==> src/rtl/fault_seq.sv <==
module fault_seq #(
  parameter int HOLD_CYC     = 9000,
  parameter int CONFIRM_CYC  = 1500,
  parameter int RESTART_CYC  = 200_000_000,
  parameter int BO_BLANK_CYC = 2_500_000
) (
  input  logic       clk,
  input  logic       rst_n,
  input  logic       vcc_on,
  input  logic       vcc_off,
  input  logic       vcc_rst,
  input  logic       line_ok,
  input  logic       f_otp,
  input  logic       f_pin_ovp,
  input  logic       f_vcc_ovp,
  input  logic       f_wod,
  input  logic       f_aux,
  input  logic       f_cs,
  input  logic       f_tsd,
  input  logic       latch_sel,
  input  logic       sd_ok,
  output logic       drv_en,
  output logic       startup_mode,
  output logic [2:0] state_code
);

  localparam int TMAX = (RESTART_CYC > HOLD_CYC) ? RESTART_CYC : HOLD_CYC;
  localparam int TW   = $clog2(TMAX + 1);
  localparam int CW   = $clog2(CONFIRM_CYC + 1);
  localparam int BW   = $clog2(BO_BLANK_CYC + 1);

  typedef enum logic [2:0] {
    S_RESET = 3'd0,
    S_STOP  = 3'd1,
    S_RUN   = 3'd2,
    S_DISCH = 3'd3,
    S_TIMER = 3'd4,
    S_LATCH = 3'd5
  } state_t;

  state_t          st, nxt;
  logic [TW-1:0]   tmr;
  logic            need_tmr, otp_pend;
  logic            set_need, set_otp;

  // Persistence filters for over-temperature [0] and pin over-voltage [1]
  logic [1:0] raw_f, conf_f;
  assign raw_f = {f_pin_ovp, f_otp};

  for (genvar g = 0; g < 2; g++) begin : g_conf
    logic [CW-1:0] cnt;
    always_ff @(posedge clk or negedge rst_n) begin
      if (!rst_n) begin
        cnt       <= '0;
        conf_f[g] <= 1'b0;
      end else if (!raw_f[g]) begin
        cnt       <= '0;
        conf_f[g] <= 1'b0;
      end else if (cnt == CW'(CONFIRM_CYC - 1)) begin
        conf_f[g] <= 1'b1;
      end else begin
        cnt <= cnt + 1'b1;
      end
    end
  end

  // Line blanking: low line must persist before it counts
  logic [BW-1:0] bo_cnt;
  logic          bo_nok;

  always_ff @(posedge clk or negedge rst_n) begin
    if (!rst_n) begin
      bo_cnt <= '0;
      bo_nok <= 1'b1;
    end else if (line_ok) begin
      bo_cnt <= '0;
      bo_nok <= 1'b0;
    end else if (bo_cnt == BW'(BO_BLANK_CYC - 1)) begin
      bo_nok <= 1'b1;
    end else begin
      bo_cnt <= bo_cnt + 1'b1;
    end
  end

  wire otp_c     = conf_f[0];
  wire ovp_c     = conf_f[1];
  wire latched_f = latch_sel & (f_wod | otp_c | f_aux);
  wire timer_f   = otp_c | ovp_c | f_vcc_ovp | f_wod | f_aux;
  wire quick_f   = f_cs | f_tsd;
  wire bo_exit   = bo_nok & line_ok;
  wire hold_done = (tmr == TW'(HOLD_CYC - 1));
  wire rst_done  = (tmr == TW'(RESTART_CYC - 1));

  always_comb begin
    nxt      = st;
    set_need = 1'b0;
    set_otp  = 1'b0;
    unique case (st)
      S_RESET: if (vcc_on && !bo_nok) nxt = S_STOP;
      S_STOP, S_RUN: begin
        if (latched_f) nxt = S_LATCH;
        else if (timer_f) begin
          nxt      = S_DISCH;
          set_need = 1'b1;
          set_otp  = otp_c;
        end
        else if (quick_f || bo_nok) nxt = S_DISCH;
        else if (vcc_off) nxt = S_RESET;
        else if (st == S_STOP && hold_done) nxt = S_RUN;
      end
      S_DISCH: begin
        if (bo_exit) nxt = S_RESET;
        else if (vcc_off) nxt = need_tmr ? S_TIMER : S_RESET;
      end
      S_TIMER: begin
        if (bo_exit) nxt = S_RESET;
        else if (rst_done && (!otp_pend || sd_ok)) nxt = S_RESET;
      end
      S_LATCH: nxt = S_LATCH;
      default: nxt = S_RESET;
    endcase
    if (vcc_rst) nxt = S_RESET;
  end

  always_ff @(posedge clk or negedge rst_n) begin
    if (!rst_n) begin
      st       <= S_RESET;
      tmr      <= '0;
      need_tmr <= 1'b0;
      otp_pend <= 1'b0;
    end else begin
      st <= nxt;
      if (nxt != st) tmr <= '0;
      else if ((st == S_STOP && !hold_done) || (st == S_TIMER && !rst_done))
        tmr <= tmr + 1'b1;
      if (nxt == S_RESET) begin
        need_tmr <= 1'b0;
        otp_pend <= 1'b0;
      end else begin
        if (set_need) need_tmr <= 1'b1;
        if (set_otp)  otp_pend <= 1'b1;
      end
    end
  end

  assign drv_en       = (st == S_RUN);
  assign startup_mode = (st == S_RESET);
  assign state_code   = st;

endmodule

==> config.mk <==
export PLATFORM = sky130hd
export DESIGN_NAME = fault_seq
export DESIGN_NICKNAME = d
export VERILOG_FILES = /design/src/rtl/fault_seq.sv
export SDC_FILE = /design/constraint.sdc
export NUM_CORES = 1
export LEC_CHECK = 0
export CELL_PAD_IN_SITES_DETAIL_PLACEMENT = 1
export CELL_PAD_IN_SITES_GLOBAL_PLACEMENT = 1
export CORE_MARGIN = 2
export CORE_UTILIZATION = 47
export DETAILED_ROUTE_END_ITERATION = 12
export PLACE_DENSITY_LB_ADDON = 0.1
export SYNTH_ARGS = -nofsm -noshare
export SYNTH_HDL_FRONTEND = slang
export SYNTH_SLANG_ARGS = --single-unit
==> constraint.sdc <==
create_clock -name clk -period 3.01 [get_ports clk]
set_input_delay 0.903 -clock clk [delete_from_list [all_inputs] [get_ports clk]]
set_output_delay 0.903 -clock clk [all_outputs]
set_load 0.01 [all_outputs]
==> summary.md <==
| Metric | Value |
|---|---|
| Largest cells by area after synthesis | `dfrtp_1 44%, xnor2_1 7.7%, nor2_1 4.7%` |
| GR Util met1 | `30.4%` |
| Proportion of synthesized flip-flops having asynchronous set or reset | `100%` |
| Buffer depth of the longest clock path | `2` |
| CP required | `3.30 ns` |
| Proportion of synthesized chip area in sequential cells | `44.3%` |
| Max-slew violations | `0` |
| Share of the cycle needed by the critical path after routing | `97.3%` |
| Critical path launch point | `f_aux` |
| Post-synth top area share | `43.7%` |
| Max-capacitance violation count | `0` |
| Top FF cell, synth | `dfrtp_1` |
| Skew-Pair Late Insertion Delay | `0.35 ns` |
| Setup repair after global routing missed its margin | `true` |
| Total net switching power | `0.000972 W` |
| Global route hottest layer | `met2` |
| Cell leakage power | `2.07 nW` |
| Final critical delay including setup and external delays | `2.93 ns` |
| Vias after detailed routing | `3816` |
| Clock Sink Count | `80` |
| Initial DRC count | `98` |
| Via count of the first global-routing pass | `3966` |
| Antenna diode instance count | `0` |
| Cell Area, Synth | `0.00452 mm²` |
| Signed area change from the synthesized netlist to the final layout | `16.4%` |
| CTS Root Cell | `clkbuf_8` |
| Worst Setup Path Type | `in2reg` |
| Number of nets in the final layout | `542` |
| Most common library cells after synthesis | `79 x dfrtp_1, 57 x nor2_1, 40 x xnor2_1` |
| Number of clock buffers inserted by TritonCTS | `9` |
| Total congestion overflow after global routing | `0` |
| Hold Violations, Final | `0` |
| Internal Pwr Total | `0.00193 W` |
| Share of layout cells above drive strength 1 | `11.7%` |
| Relative contribution of sequential cells to total power | `40.0%` |
| Startpoint of the worst register-to-register path | `state_code[0]` |
| Weighted congestion reported at the end of routability-driven placement | `0.933` |
| Status | `completed` |
| Instance count of the mapped netlist | `486` |
| Aggregate negative setup slack | `0 ns` |
| Vertical die dimension | `102 µm` |
| Type of element launching the critical path | `input pin` |
| Worst endpoint data arrival time | `3.21 ns` |
| Peak supply drop | `219 µV` |
| Cell Count Post-Placement | `639` |
| Post-place instance area | `0.00497 mm²` |
| Post-CTS Hold Fix Bufs | `0` |
| Number of synthesized register bits | `80` |
| Finished Cell Area | `0.00527 mm²` |
| Boundary pin count | `20` |
| Synthesized netlist net count | `505` |
| Number of H-tree levels | `3` |
| Wire length of the first global-routing pass | `19100 µm` |
| Most common cell in the netlist | `dfrtp_1` |
| M3 GR Usage | `2.80%` |
| Number of filler instances in the final layout | `1076` |
| Met2 Track Usage GR | `39.0%` |
| Initial DRT Pass Iterations | `4` |
| Share of the core filled with cells in the final layout | `56.7%` |
| Worst hold slack across all endpoints | `0.507 ns` |
| Full die area | `0.0104 mm²` |
| Maximum clock frequency | `0.341 GHz` |
| Type of the worst min-delay path | `in2async` |
| Routed wire length per instance | `17.0 µm` |
| Yosys warnings | `0` |
| Switching portion of total power | `33.5%` |
| Worst-margin pin slew | `0.846 ns` |
| Core outline area | `0.00928 mm²` |
| Syn avg cell area | `9.31 µm²` |
| Clock-pin slew reported for the worst setup and hold paths after clock tree synthesis | `0.09 ns` |
| Overall track demand over capacity in global routing | `23.0%` |
| Largest net degree at the start of global routing | `39` |
| Cell type contributing the most total cell area after synthesis | `dfrtp_1` |
| Number of antenna violations at the first check in global routing | `0` |
| Count of nets left with antenna violations after detail routing | `0` |
| Average vias per placed instance | `5.81` |
| Combinational Power Share | `30.8%` |
| Non-Filler Instances | `657` |
| Share of power burned in the clock network | `29.2%` |
| Effective utilization at floorplan | `48.7%` |
| Count of different cell masters after synthesis | `60` |
| Count of flip-flops with a built-in enable after synthesis | `0` |
| Detailed-route DRC error count | `0` |
| Clock tree from TritonCTS | `yes` |
| Crit. End Element | `flop` |
| Headroom to the max-slew limit | `43.1%` |
| Number of setup violations in the final report | `0` |
| Port Buffers | `19` |
| Width of the die | `102 µm` |
| Total wire length | `11200 µm` |
| Maximum fanout along the worst path | `14` |
| Rows | `35` |
| Power density over cell area | `550 mW/mm²` |
| HPWL after detailed placement | `7830 µm` |
| Layout Skew | `0.00731 ns` |
[final timing paths]
kind	end	slack (ns)	cells past startpoint
worst max-delay path	tmr[8]	0.08	8
min in group clk	bo_nok	0.51	2
worst max register to register	tmr[8]	0.31	7
worst min-delay path	tmr[23]	0.51	1
max in group asynchronous	bo_nok	1.88	2
worst min register to register	bo_nok	0.51	2
[routing by layer]
metal	up-vias	wire (µm)
met5	-	0
li1	1831	-
met1	1921	5190
met2	43	5550
met3	21	230
met4	0	212
[what timing repair did]
item,in CTS,in global routing
cloned,2,0
gates resized for setup,9,9
pin swaps,4,3
endpoints found under the setup margin,3,28
buffers inserted,0,0
[metrics by stage]
stage                     power, W  worst slack [ns]
after floorplan            0.00163             0.195
after global placement     0.00187            -0.323
after detailed placement   0.00190            -0.398
after CTS                  0.00296           0.00689
after global routing       0.00305           -0.0102
final                      0.00290            0.0816
[placed cells by master (no fill, tap or decap), types with 7 or more instances in the layout]
cell type,synthesis,layout
xor2_1,10,10
xnor2_1,40,40
nand3_1,25,25
nand2_1,28,28
buf_4,1,21
and3_1,8,8
clkdlybuf4s50_1,0,14
nor4_1,10,10
nand4_1,17,17
a21oi_1,20,15
dfrtp_1,79,79
clkbuf_8,0,10
and2_1,23,23
inv_1,9,9
o21ai_0,18,18
nor2_1,57,54
nor2b_1,9,9
nor3_1,12,12
or3_1,18,18
a211oi_1,7,7
[sequential cells by signal, summed over array words and instances, names as in the netlist]
register,count
tmr,28
otp_c,1
otp_pend,1
bo_nok,1
state_code,3
g_conf.cnt,22
need_tmr,1
ovp_c,1
bo_cnt,22
[final cells by class]
cell class	count	area (µm²)	area share, %
multi-input cells	380	2430	46.1
flip-flops and latches	80	2000	38.0
repair buffers	43	427	8.10
well taps	129	161	3.06
clock buffers	10	138	2.61
clock inverters	6	75.1	1.43
inverters	9	33.8	0.641
[cells by family (layout without fill, tap and decap cells)]
| logic type | after synthesis | after routing | synth area share (%) |
|---|---|---|---|
| xor+xnor | 50 | 50 | 9.68 |
| mux | 4 | 4 | 0.885 |
| compound gates | 84 | 84 | 12.7 |
| fa+ha+maj | 4 | 4 | 1.11 |
| flops | 80 | 80 | 44.3 |
| buf+inv | 26 | 68 | 2.68 |
| simple gates | 238 | 238 | 28.7 |
[critical path, stage by stage]
cell	delay, ns
dlygate4sd2_1	0.26
o31ai_2	0.31
nor2_1	0.10
o32a_1	0.29
or4_1	0.52
a2111o_2	0.51
clkbuf_16	0.21
nor2_1	0.10
[power groups by stage]
stage,sequential [W],clock (W),combinational (W)
final,0.00116,0.000847,0.000892
after global routing,0.00117,0.000921,0.000966
after CTS,0.00116,0.000875,0.000923
after detailed placement,0.00118,0,0.000716
after global placement,0.00118,0,0.000698
after floorplan,0.00115,0,0.000474
Power figures use the tool's default switching activity.
